File: config.mk
export PLATFORM = sky130hd
export DESIGN_NAME = srb_slave
export DESIGN_NICKNAME = d
export VERILOG_FILES = /design/src/rtl/srb_pkg.sv /design/src/rtl/srb_rx.sv /design/src/rtl/srb_regfile.sv /design/src/rtl/srb_ack.sv /design/src/rtl/srb_slave.sv
export SDC_FILE = /design/constraint.sdc
export NUM_CORES = 1
export LEC_CHECK = 0
export CAP_MARGIN = 20
export CORE_MARGIN = 4
export CORE_UTILIZATION = 60
export CTS_CLUSTER_DIAMETER = 200
export DETAILED_ROUTE_END_ITERATION = 10
export DONT_BUFFER_PORTS = 1
export PLACE_DENSITY = 0.85
export SKIP_LAST_GASP = 1
export SLEW_MARGIN = 20
export SYNTH_ARGS = -nofsm -noshare
export SYNTH_HDL_FRONTEND = slang
export SYNTH_SLANG_ARGS = --single-unit
File: constraint.sdc
create_clock -name clk -period 4.06 [get_ports clk]
set_input_delay 0.406 -clock clk [delete_from_list [all_inputs] [get_ports clk]]
set_output_delay 0.406 -clock clk [all_outputs]
set_load 0.005 [all_outputs]
File: src/rtl/srb_pkg.sv
package srb_pkg;
  localparam int SLICE_W    = 2;
  localparam int ADDR_W     = 13;
  localparam int DATA_W     = 8;
  localparam int HDR_W      = 1 + ADDR_W;
  localparam int HDR_SLICES = HDR_W / SLICE_W;
  localparam int DAT_SLICES = DATA_W / SLICE_W;
  localparam int RD_PAD     = 2;
  localparam int WR_LEN     = HDR_SLICES + DAT_SLICES;
  localparam int RD_LEN     = HDR_SLICES + RD_PAD;
  localparam int SH_W       = WR_LEN * SLICE_W;
  localparam int LEN_W      = $clog2(WR_LEN + 2);

  typedef struct packed {
    logic              wr;
    logic [ADDR_W-1:0] addr;
    logic [DATA_W-1:0] data;
  } frame_t;

  typedef enum logic [1:0] {
    RX_IDLE  = 2'd0,
    RX_SHIFT = 2'd1,
    RX_DROP  = 2'd2
  } rx_state_e;
endpackage

File: src/rtl/srb_rx.sv
module srb_rx
  import srb_pkg::*;
(
  input  logic               clk,
  input  logic               rst_n,
  input  logic               req_i,
  input  logic [SLICE_W-1:0] din_i,
  input  logic               busy_i,
  output frame_t             frame_o,
  output logic               frame_vld_o
);
  localparam int RD_MSB = SH_W - 1 - (WR_LEN - RD_LEN) * SLICE_W;
  localparam logic [LEN_W-1:0] LEN_MAX = '1;

  rx_state_e            state_q, state_d;
  logic [LEN_W-1:0]     cnt_q, cnt_d;
  logic [SH_W-1:0]      sh_q, sh_d;
  frame_t               frm_q, frm_d;
  logic                 vld_q, vld_d;
  logic                 is_rd, is_wr;

  always_comb begin
    state_d = state_q;
    cnt_d   = cnt_q;
    sh_d    = sh_q;
    frm_d   = frm_q;
    vld_d   = 1'b0;
    is_rd   = (cnt_q == LEN_W'(RD_LEN)) && !sh_q[RD_MSB];
    is_wr   = (cnt_q == LEN_W'(WR_LEN)) && sh_q[SH_W-1];
    case (state_q)
      RX_IDLE: begin
        if (req_i) begin
          if (busy_i) begin
            state_d = RX_DROP;
          end else begin
            state_d = RX_SHIFT;
            cnt_d   = LEN_W'(1);
            sh_d    = {sh_q[SH_W-SLICE_W-1:0], din_i};
          end
        end
      end
      RX_SHIFT: begin
        if (req_i) begin
          cnt_d = (cnt_q == LEN_MAX) ? cnt_q : cnt_q + LEN_W'(1);
          sh_d  = {sh_q[SH_W-SLICE_W-1:0], din_i};
        end else begin
          state_d = RX_IDLE;
          if (is_rd || is_wr) begin
            vld_d      = 1'b1;
            frm_d.wr   = is_wr;
            frm_d.addr = is_wr ? sh_q[SH_W-2 -: ADDR_W] : sh_q[RD_MSB-1 -: ADDR_W];
            frm_d.data = sh_q[DATA_W-1:0];
          end
        end
      end
      RX_DROP: begin
        if (!req_i) state_d = RX_IDLE;
      end
      default: state_d = RX_IDLE;
    endcase
  end

  always_ff @(posedge clk or negedge rst_n) begin
    if (!rst_n) begin
      state_q <= RX_IDLE;
      cnt_q   <= '0;
      sh_q    <= '0;
      frm_q   <= '0;
      vld_q   <= 1'b0;
    end else begin
      state_q <= state_d;
      cnt_q   <= cnt_d;
      sh_q    <= sh_d;
      frm_q   <= frm_d;
      vld_q   <= vld_d;
    end
  end

  assign frame_o     = frm_q;
  assign frame_vld_o = vld_q;


  vld_after_fall_chk: assert property (@(posedge clk) disable iff (!rst_n)
    frame_vld_o |-> (!$past(req_i) && $past(req_i, 2)));
endmodule

File: src/rtl/srb_regfile.sv
module srb_regfile
  import srb_pkg::*;
#(
  parameter int DEPTH = 16
) (
  input  logic              clk,
  input  logic              rst_n,
  input  logic              we_i,
  input  logic [ADDR_W-1:0] addr_i,
  input  logic [DATA_W-1:0] wdata_i,
  output logic [DATA_W-1:0] rdata_o
);
  localparam int IDX_W = $clog2(DEPTH);

  logic [DATA_W-1:0] mem_q [DEPTH];
  logic [IDX_W-1:0]  idx;
  logic              in_range;
  logic              wr_en;

  assign idx      = addr_i[IDX_W-1:0];
  assign in_range = (addr_i[ADDR_W-1:IDX_W] == '0);
  assign wr_en    = we_i && in_range;

  always_ff @(posedge clk or negedge rst_n) begin
    if (!rst_n) begin
      for (int i = 0; i < DEPTH; i++) mem_q[i] <= '0;
    end else if (wr_en) begin
      mem_q[idx] <= wdata_i;
    end
  end

  assign rdata_o = in_range ? mem_q[idx] : '0;


  write_lands_chk: assert property (@(posedge clk) disable iff (!rst_n)
    wr_en |=> (mem_q[$past(idx)] == $past(wdata_i)));
endmodule

File: src/rtl/srb_ack.sv
module srb_ack
  import srb_pkg::*;
(
  input  logic               clk,
  input  logic               rst_n,
  input  logic               frame_vld_i,
  input  logic               frame_wr_i,
  input  logic [DATA_W-1:0]  rdata_i,
  output logic               ack_o,
  output logic [SLICE_W-1:0] dout_o,
  output logic               busy_o
);
  localparam int CNT_W = $clog2(DAT_SLICES + 1);

  logic [CNT_W-1:0]  cnt_q, cnt_d;
  logic [DATA_W-1:0] sh_q, sh_d;

  always_comb begin
    cnt_d = cnt_q;
    sh_d  = sh_q;
    if (frame_vld_i) begin
      cnt_d = frame_wr_i ? CNT_W'(1) : CNT_W'(DAT_SLICES);
      sh_d  = frame_wr_i ? '0 : rdata_i;
    end else if (cnt_q != '0) begin
      cnt_d = cnt_q - CNT_W'(1);
      sh_d  = {sh_q[DATA_W-SLICE_W-1:0], {SLICE_W{1'b0}}};
    end
  end

  always_ff @(posedge clk or negedge rst_n) begin
    if (!rst_n) begin
      cnt_q <= '0;
      sh_q  <= '0;
    end else begin
      cnt_q <= cnt_d;
      sh_q  <= sh_d;
    end
  end

  assign ack_o  = (cnt_q != '0);
  assign dout_o = ack_o ? sh_q[DATA_W-1 -: SLICE_W] : '0;
  assign busy_o = frame_vld_i || ack_o;


  wr_ack_len_chk: assert property (@(posedge clk) disable iff (!rst_n)
    (frame_vld_i && frame_wr_i) |=> ack_o ##1 !ack_o);


  rd_ack_len_chk: assert property (@(posedge clk) disable iff (!rst_n)
    (frame_vld_i && !frame_wr_i) |=> ack_o ##1 ack_o ##1 ack_o ##1 ack_o ##1 !ack_o);
endmodule

File: src/rtl/srb_slave.sv
module srb_slave
  import srb_pkg::*;
#(
  parameter int DEPTH = 16
) (
  input  logic               clk,
  input  logic               rst_n,
  input  logic               req_i,
  input  logic [SLICE_W-1:0] din_i,
  output logic               ack_o,
  output logic [SLICE_W-1:0] dout_o
);
  frame_t            frame;
  logic              frame_vld;
  logic              busy;
  logic [DATA_W-1:0] rdata;

  srb_rx u_rx (
    .clk         (clk),
    .rst_n       (rst_n),
    .req_i       (req_i),
    .din_i       (din_i),
    .busy_i      (busy),
    .frame_o     (frame),
    .frame_vld_o (frame_vld)
  );

  srb_regfile #(.DEPTH(DEPTH)) u_regs (
    .clk     (clk),
    .rst_n   (rst_n),
    .we_i    (frame_vld && frame.wr),
    .addr_i  (frame.addr),
    .wdata_i (frame.data),
    .rdata_o (rdata)
  );

  srb_ack u_ack (
    .clk         (clk),
    .rst_n       (rst_n),
    .frame_vld_i (frame_vld),
    .frame_wr_i  (frame.wr),
    .rdata_i     (rdata),
    .ack_o       (ack_o),
    .dout_o      (dout_o),
    .busy_o      (busy)
  );


  no_overlap_chk: assert property (@(posedge clk) disable iff (!rst_n)
    frame_vld |-> !ack_o);
endmodule

== After elaboration in Yosys (flattened, before gate mapping) ==
Cells that the tools add are included.

* Bits in registers: 190
* Input port bits: 5
* Output and inout port bits: 3
* Word-level logic and storage cells: 90

* $add $sub $neg: 2
* Order comparisons: 2
* Equal/unequal tests: 10
* Multiplexer cells: 31
* Bitwise logic cells: 2
* Reduce and logical (&&, ||, !) cells: 18

{| class="wikitable"
|+ Operators by type and width
! operator !! number
|-
| 128-bit bitwise mux || 1
|-
| 22-bit two-way mux || 3
|-
| 8-bit two-way mux || 7
|-
| 22-bit case mux with 2 select lines || 1
|-
| 8-bit binary-select mux with 4-bit select || 1
|-
| 8-bit demux with 4-bit select || 1
|-
| 4-bit two-way mux || 4
|-
| 13-bit two-way mux || 1
|-
| 4-bit equality test, second input constant || 3
|-
| 2-bit != test, second input constant || 5
|-
| 9-bit logical NOT || 1
|-
| 3-bit two-way mux || 3
|-
| 2-bit two-way mux || 4
|-
| 4-bit case mux with 2 select lines || 1
|-
| 5-bit greater-or-equal comparator, second input constant || 1
|-
| 1-bit logical AND || 5
|-
| 5-bit by 1-bit < comparator with 1-bit output, second input constant || 1
|-
| 4-bit inverter with 5-bit output || 1
|-
| 5-bit AND reduction || 1
|-
| 4-bit by 1-bit adder with 4-bit output, second input constant || 1
|-
| 2-bit case mux with 2 select lines || 1
|-
| 4-bit AND reduction || 1
|-
| 2-bit nonzero test || 2
|-
| 1-bit two-way mux || 3
|-
| 11 further kinds || 12
|}

== Logic depth before layout (Yosys ltp) ==
Gate-level depths: netlist (run 1).

* Depth in word-level cells: 7
* Mapped depth: 8
* Mapped depth without buffers: 6

== Cells and area by module ==
Synthesis (run 1) repeated with hierarchy kept, for this count alone.

* Cell total of the unflattened synthesis: 581
* Area, all modules: 8923.6 µm²

{| class="wikitable"
|+ Modules (own cells, without submodules)
! module !! times used !! cells an instance !! area an instance (µm²) !! sequential area each (µm²)
|-
| srb_regfile || 1 || 370 || 5960.7 || 3203.1
|-
| srb_rx || 1 || 153 || 2333.5 || 1276.2
|-
| srb_ack || 1 || 57 || 623.1 || 275.3
|-
| srb_slave || 1 || 1 || 6.3 || 0.0
|}

== Worst setup path after synthesis (run 1) ==
OpenSTA, ideal clock, no wires.

* Path kind: register to register
* Start: register u_rx.frm_q (netlist bit u_rx.frame_o[17])
* End: register u_regs.mem_q[112] (netlist name)
* Library setup time: 125 ps
* Data arrival time: 1991 ps
* Data required time: 3935 ps
* Slack: 1944 ps
* Stages on the path, launching flop included: 7
* Buffers on the path: 2
* Clock period less this slack: 2116 ps
* Cells stage by stage: dfrtp_1 nor4_4 or3b_1 buf_6 or3_1 buf_6 mux2_4

* Word-level cells in the longest chain between the ends: 2

{| class="wikitable"
|+ Ends and longest elaborated chain
! what !! RTL line !! source
|-
| start, declared || srb_rx.sv:18 || <nowiki>frame_t frm_q, frm_d;</nowiki>
|-
| start signal, assigned || srb_rx.sv:74 || <nowiki>frm_q <= frm_d;</nowiki>
|-
| 9-bit logical NOT || srb_regfile.sv:21 || <nowiki>assign in_range = (addr_i[ADDR_W-1:IDX_W] == '0);</nowiki>
|-
| 1-bit logical AND || srb_regfile.sv:22 || <nowiki>assign wr_en = we_i && in_range;</nowiki>
|-
| end signal, assigned by index || srb_regfile.sv:28 || <nowiki>mem_q[idx] <= wdata_i;</nowiki>
|-
| end, declared || srb_regfile.sv:15 || <nowiki>logic [DATA_W-1:0] mem_q [DEPTH];</nowiki>
|}

No other way between the ends.
A chain may end at the register's enable or synchronous reset.

== Final worst setup path (run 1) ==
* Start: register u_rx.frm_q (netlist bit u_rx.frame_o[10])
* End: register u_regs.mem_q[67] (netlist name)

* Word-level cells in the longest chain between the ends: 6
* Elaborated cells on any way between the ends: 7
* Those cells by class: order compare (2); mux (3); bitwise (1); reduce/logical (1)

{| class="wikitable"
|+ Ends and longest elaborated chain
! what !! RTL line
|-
| 4-bit inverter with 5-bit output (not written as such) * || srb_regfile.sv:28
|-
| 5-bit greater-or-equal comparator (not written as such) / 5-bit by 1-bit < comparator with 1-bit output (equally long branches) || srb_regfile.sv:28
|-
| 1-bit logical AND (not written as such) || srb_regfile.sv:28
|-
| 8-bit two-way mux (not written as such) || srb_regfile.sv:28
|-
| 8-bit demux with 4-bit select * || srb_regfile.sv:28
|-
| 128-bit bitwise mux * || srb_regfile.sv:28
|}

Mark *: on every way between the ends. The rest lies on a longest branch, timed or not.

==> results of run 1 <==
-- cells in the mapped netlist (all sizes together), types with 5 or more instances --
| master | number | share of area [%] |
|---|---|---|
| nor2 | 5 | 0.21 |
| clkbuf | 29 | 1.2 |
| mux4 | 38 | 9.8 |
| mux2 | 136 | 18 |
| nor3 | 13 | 1.6 |
| mux2i | 23 | 2.6 |
| nand2 | 91 | 3.9 |
| dfrtp | 190 | 54 |
| buf | 9 | 0.68 |
| a21oi | 9 | 0.51 |
| o21ai | 25 | 1.4 |
| ha | 6 | 0.86 |
| inv | 10 | 0.43 |
-- state kept, by name, indices dropped and copies added (netlist names) --
signal	cells
u_ack.cnt_q	3
u_rx.frame_o	22
u_regs.mem_q	128
u_rx.frame_vld_o	1
u_rx.state_q	2
u_ack.sh_q	8
u_rx.sh_q	22
u_rx.cnt_q	4
-- kinds of logic after synthesis --
| group | after synthesis | synth area share (%) |
|---|---|---|
| flip-flops | 190 | 54.2 |
| AO/OA/AOI/OAI | 44 | 2.95 |
| adder cells (fa/ha/maj) | 6 | 0.856 |
| multiplexers | 197 | 30.9 |
| AND/OR/NAND/NOR | 137 | 8.67 |
| XOR/XNOR | 1 | 0.0999 |
| buffers and inverters | 48 | 2.35 |
-- worst paths after layout --
| kind | from | to | slack, ns | depth (start not counted) |
|---|---|---|---|---|
| max | u_rx.frame_o[10] | u_regs.mem_q[67] | 1.28 | 4 |
| min reg2reg | u_rx.sh_q[20] | u_rx.sh_q[20] | 0.48 | 2 |
| max reg2reg | u_rx.frame_o[10] | u_regs.mem_q[67] | 1.28 | 4 |
| min in group clk | din_i[1] | u_rx.sh_q[1] | 0.08 | 2 |
| min | rst_n | u_rx.sh_q[20] | -0.33 | 0 |
| max in group asynchronous | rst_n | u_regs.mem_q[46] | 4.15 | 0 |
-- per-stage QoR --
step / instances / hold WS [ns] / worst slack, ns
after CTS: 801 / -0.352 / 1.22
final: 801 / -0.328 / 1.28
after detailed placement: 769 / 0.120 / 1.24
after floorplan: 623 / 0.110 / 1.94
after global placement: 769 / 0.120 / 1.32
after global routing: 801 / -0.349 / 1.01
-- worst max-delay path: stages (launching register included) --
cell      delay [ns]
dfrtp_2         0.91
buf_4           0.37
nand3b_1        0.22
nor3_2          0.72
mux2_2          0.41
-- where the power goes --
group | switching [mW] | leakage [nW] | internal (mW)
clock network | 0.699 | 0.298 | 0.985
logic | 0.275 | 1.66 | 0.211
registers | 0.200 | 2.63 | 2.03
total | 1.17 | 4.58 | 3.23
-- per-layer routing --
metal | track usage [%] | vias to the layer above | routed length, um
met3 | 5.98 | 47 | 861
met1 | 30.4 | 2676 | 7540
met5 | 0 | - | 27
met4 | 11.4 | 4 | 597
met2 | 37.9 | 163 | 9030
li1 | - | 2218 | -
-- timing repair --
item	in CTS	in global routing
setup buffers	0	0
setup endpoints to repair	0	0
hold endpoints to repair	190	190
-- area by class of cell --
class / count / area, um2
flip-flops and latches: 190 / 4760
fillers: 914 / 4630
multi-input cells: 385 / 3810
clock buffers: 22 / 494
well taps: 180 / 225
clock inverters: 10 / 109
inverters: 10 / 37.5
repair buffers: 4 / 30.0
==> summary.txt, run 1 <==
Layout
  • Core Util, Final: 67.2%
  • Nets: 619
  • Layout cells sized above 1: 35.6%
  • Most frequent cells in the layout: dfrtp_1, mux2_2, nand2_1
  • Fin area: 9470 um2
  • # diodes: 0
  • Layout area overhead: 7.92%
  • Leading cell type in the layout, fill and taps excluded: dfrtp_1

Synthesis
  • Avg Inst Size Synth: 14.1 um2
  • Post-Syn Area: 8770 um2
  • Synth Net Count: 634
  • Yosys warns: 0
  • Synth Instances: 623
  • Commonest register cell after synthesis: dfrtp_1
  • Asr flop ratio synth: 100%
  • Post-synth EDFFs: 0
  • Sequential fraction of the synthesis area: 54.2%
  • #FFs+latches synth: 190
  • Yosys cell types: 43

CTS
  • CTS Buf Count: 17
  • Post-CTS sizing: 0
  • Clock Latency Late Sink: 0.44 ns
  • Clk root buf: clkbuf_16
  • Clock-pin slew on the worst setup and hold paths: 0.07 ns
  • CTS tree: done
  • Maximum clock path buffer count: 2
  • H-Tree Depth: 4
  • TritonCTS Sinks: 190

Placement
  • Dpl hpwl: 11100 um
  • Cell area after placement: 8860 um2
  • PortBufs: 0
  • Placer congestion estimate: 0.805

Drt
  • Residual DRC: 0
  • Overall routed net length: 18100 um
  • Drt wl/cell: 22.5 um
  • Via count: 5108
  • DR vias/cell: 6.38
  • Post-route ant nets: 0
  • Drt pass-1 iters: 5
  • 1st-iter DRT viols: 479

Power and ir drop
  • Power, Total: 4.40 mW
  • Pwr/cell area: 465 nW/um2
  • VDD IR max: 0.315 mV
  • Static Leak: 4.58 nW

Run status
  • Failing checks: hold timing
  • Run status: finished with violations

Global routing
  • Largest net degree at the start of global routing: 191
  • First-pass GRT wire length: 29400 um
  • Initial antenna violation count: 2
  • Total gr overflow: 0
  • Number of global-route vias before repair: 5391
  • GRT Total Usage: 23.6%

STA
  • Final setup TNS: 0 ns
  • Fmax: 0.360 GHz
  • Rel. slew slack: 37.8%
  • Final slew viol count: 0
  • Hold_ws: -0.328 ns
  • Part of the cycle the worst path needs: 68.5%
  • Final Critical Period: 2.78 ns
  • Final Skew: 0.00902 ns
  • Fin. Hold Viols: 190
  • Setup violators final: 0
  • Slew @ Worst Pin: 0.931 ns
  • RSZ-0062 raised after global routing: false

Critical path
  • Worst-path fanout max: 26
  • Critical Path AT: 3.10 ns
  • Worst setup EP type: flop
  • Startpoint types: flop
  • CP Data Required Time: 4.38 ns
  • Kind of critical path: reg2reg

Floorplanning
  • Die height: 129 um
  • Die Width: 129 um
  • Cell Rows: 43
  • Core ar.: 14100 um2
  • Initial core utilization: 62.2%
  • Die area: 16600 um2
  • Num ports: 8

Hold path
  • Min-Delay Path Class: in2async

Job
  • Max-Cap Viols: 0
(Power assumes the default switching activity.)
==> run 2: changes to the inputs <==
--- a/config.mk
+++ b/config.mk
@@ -5,13 +5,14 @@
 export SDC_FILE = /design/constraint.sdc
 export NUM_CORES = 1
 export LEC_CHECK = 0
+export ABC_AREA = 1
 export CAP_MARGIN = 20
 export CORE_MARGIN = 4
-export CORE_UTILIZATION = 60
+export CORE_UTILIZATION = 57
 export CTS_CLUSTER_DIAMETER = 200
 export DETAILED_ROUTE_END_ITERATION = 10
 export DONT_BUFFER_PORTS = 1
-export PLACE_DENSITY = 0.85
+export PLACE_DENSITY = 0.84
 export SKIP_LAST_GASP = 1
 export SLEW_MARGIN = 20
 export SYNTH_ARGS = -nofsm -noshare
==> constraint.sdc (replaced) <==
create_clock -name clk -period 2.4 [get_ports clk]
set_input_delay 0.24 -clock clk [delete_from_list [all_inputs] [get_ports clk]]
set_output_delay 0.24 -clock clk [all_outputs]
set_load 0.005 [all_outputs]
==> summary.txt, run 2 <==
Critical path
  • Startpoint types: flop
  • Critical Path AT: 2.33 ns (-0.77 ns)
  • CP Data Required Time: 2.77 ns (-1.61 ns)
  • CP top delay family: simple AND/OR/NAND/NOR gates
  • Worst setup EP type: flop
  • CP dominant cell by count: nand2_1
  • CP cell instances: inv_2 -> nor2_2 -> buf_4 -> nand2_1 -> nand4_1 -> nand2_1 -> nand4_1 -> nand2_1 -> nand2_1
  • Flop2flop setup slack: 0.45 ns (-0.83 ns)
  • Kind of critical path: reg2reg
  • Worst-path fanout max: 17 (-35%)
  • WP buf/inv: 2 (+1)
  • Worst path slowest cell: dfrtp_1
  • Slowest cell delay on critical path: 0.58 ns (-0.33 ns)

Synthesis
  • Synth Net Count: 1016 (+60%)
  • Yosys top cell by area: dfrtp_1
  • Post-synth EDFFs: 0 (unchanged)
  • Post-Syn Area: 8540 um2 (-2.6%)
  • Post-synth top area share: 55.7% (+1.5 points)
  • Synth Instances: 1005 (+61%)
  • Area contributors post-synth: dfrtp_1, nand2_1, o21ai_1, nand4_1, inv_1
  • Commonest register cell after synthesis: dfrtp_1
  • Avg Inst Size Synth: 8.50 um2 (-40%)
  • Yosys cell types: 31 (-28%)
  • Sequential fraction of the synthesis area: 55.7% (+1.5 points)
  • #FFs+latches synth: 190 (unchanged)
  • Most frequent cells after synthesis: nand2_1, dfrtp_1, o21ai_1
  • Yosys warns: 0 (unchanged)
  • Count leader, synth: nand2_1
  • Asr flop ratio synth: 100% (unchanged)

Power and ir drop
  • Static Leak: 4.26 nW (-7.1%)
  • Net Sw Power: 2.19 mW (+87%)
  • Pint: 5.71 mW (+77%)
  • Pwr/cell area: 854 nW/um2 (+84%)
  • Power, Total: 7.90 mW (+80%)
  • Sw frac: 27.7% (+1.0 points)
  • VDD IR max: 0.489 mV (+55%)
  • Part of the power in registers: 46.7% (-4.0 points)
  • Logic pwr share: 13.7% (+2.6 points)
  • Clock share of power: 39.6% (+1.4 points)

CTS
  • CTS Buf Count: 17 (unchanged)
  • H-Tree Depth: 4 (unchanged)
  • CTS tree: done
  • Post-CTS sizing: 0 (unchanged)
  • Cts hold-fix bufs: 2
  • Maximum clock path buffer count: 2 (unchanged)
  • Setup repair bufs after CTS: 0 (unchanged)
  • TritonCTS Sinks: 190 (unchanged)
  • Clock Latency Late Sink: 0.44 ns (about the same)
  • Clock-pin slew on the worst setup and hold paths: 0.07 ns (about the same)
  • Clk root buf: clkbuf_16

Placement
  • Dpl hpwl: 12000 um (+8.6%)
  • PortBufs: 0 (unchanged)
  • Inst Count DP: 1153 (+50%)
  • Placer congestion estimate: 0.863 (+7.2%)

Global routing
  • Total gr overflow: 0 (unchanged)
  • Number of global-route vias before repair: 6498 (+21%)
  • Largest net degree at the start of global routing: 191 (unchanged)
  • First-pass GRT wire length: 32400 um (+10%)
  • GRT Total Usage: 24.5% (+0.89 points)
  • Initial antenna violation count: 0 (-2)

Drt
  • Overall routed net length: 19700 um (+8.9%)
  • DR vias/cell: 5.75 (-9.9%)
  • Drt wl/cell: 16.6 um (-27%)
  • 1st-iter DRT viols: 928 (+94%)
  • Residual DRC: 0 (unchanged)
  • Via count: 6823 (+34%)
  • Post-route ant nets: 0 (unchanged)
  • Drt pass-1 iters: 6 (+1)

Layout
  • Layout area overhead: 8.33%
  • Leading cell type in the layout, fill and taps excluded: nand2_1
  • Most frequent cells in the layout: nand2_1, dfrtp_1, o21ai_1
  • Max FFs per register: 128 (unchanged)
  • Nets: 1001 (+62%)
  • # diodes: 0 (unchanged)
  • Final cell count without fillers: 1187 (+48%)
  • Biggest register: u_regs.mem_q
  • Layout cells sized above 1: 8.57% (-27 points)

STA
  • Final setup TNS: 0 ns (unchanged)
  • RSZ-0062 raised after global routing: false
  • Final Skew: 0.00934 ns (+0.000316 ns)
  • Fin. Hold Viols: 190 (unchanged)
  • Part of the cycle the worst path needs: 81.4% (+13 points)
  • Fmax: 0.512 GHz (+42%)
  • Rel. slew slack: 50.3% (+12 points)
  • Hold_ws: -0.507 ns (-0.178 ns)
  • Slew @ Worst Pin: 0.745 ns (-0.185 ns)
  • Setup violators final: 0 (unchanged)
  • Final slew viol count: 0 (unchanged)
  • Final Critical Period: 1.95 ns (-0.828 ns)

Job
  • Max-Cap Viols: 0 (unchanged)

Floorplanning
  • Cell Rows: 44 (+2.3%)
  • Die Width: 130 um (+1.2%)
  • Die area: 17000 um2 (+2.4%)
  • Num ports: 8 (unchanged)
  • Initial core utilization: 58.6% (-3.7 points)
  • Core ar.: 14600 um2 (+3.5%)
  • Die height: 130 um (+1.2%)

Run status
  • Run status: finished with violations
  • Failing checks: hold timing

Hold path
  • Min-Delay Path Class: in2async
## run 2: power by group through the flow
stage                     sequential [mW]  clock (mW)  combinational (mW)
after floorplan                      3.68           0               0.806
after global placement               3.73           0                1.02
after detailed placement             3.74           0                1.06
after CTS                            3.68        3.16                1.09
after global routing                 3.72        3.28                1.24
final                                3.69        3.13                1.09
## run 2: worst paths after layout
path                       cells after the start       startpoint                to
max                                            9  u_rx.frame_o[8]     u_ack.sh_q[3]
min                                            0            rst_n  u_regs.mem_q[42]
max reg2reg                                    9  u_rx.frame_o[8]     u_ack.sh_q[3]
min reg2reg                                    1   u_ack.cnt_q[0]    u_ack.cnt_q[0]
max in group asynchronous                      0            rst_n  u_regs.mem_q[24]
min in group clk                               3            req_i   u_rx.state_q[0]
## run 2: cells by family (layout without fill, tap and decap cells)
logic type,Yosys count,in the layout,share of synthesized area [%]
and+or+nand+nor,504,504,24.5
AOI/OAI and AO/OA,192,192,12.1
DFF,190,190,55.7
buffers and inverters,111,109,6.68
adders and majority gates,6,6,0.879
xor gates and xnor gates,2,2,0.205
## run 2: per-stage QoR
step | setup slack (ns) | area, um2 | hold WS, ns | utilization (%)
3_5_place_dp | 0.487 | 8570 | -0.0485 | 58.8
2_1_floorplan | 0.770 | 8540 | -0.0556 | -
3_3_place_gp | 0.548 | 8570 | -0.0479 | 58.8
4_1_cts | 0.478 | 9260 | -0.515 | 63.4
6_report | 0.447 | 9260 | -0.507 | 63.4
5_1_grt | 0.254 | 9260 | -0.520 | 63.4
## run 2: worst reg2reg max path, cell delays in order, from the launching register on
cell,delay [ns]
dfrtp_1,0.58
inv_2,0.20
nor2_2,0.19
buf_4,0.29
nand2_1,0.08
nand4_1,0.10
nand2_1,0.09
nand4_1,0.17
nand2_1,0.09
nand2_1,0.08
## run 2: layout make-up
type	count	area, um2
Fill cell	1140	5330
Sequential cell	190	4750
Multi-Input combinational cell	704	3230
Clock buffer	19	453
Tap cell	184	230
Inverter	60	225
Clock inverter	13	209
Timing Repair Buffer	17	158
## run 2: metal layers
layer	up-vias	GRT usage, %	share of wire (%)
met5	-	0	0
met4	0	11.0	3.1
met3	49	4.23	6.5
met2	283	37.5	47
met1	3275	34.8	44
li1	3216	-	-
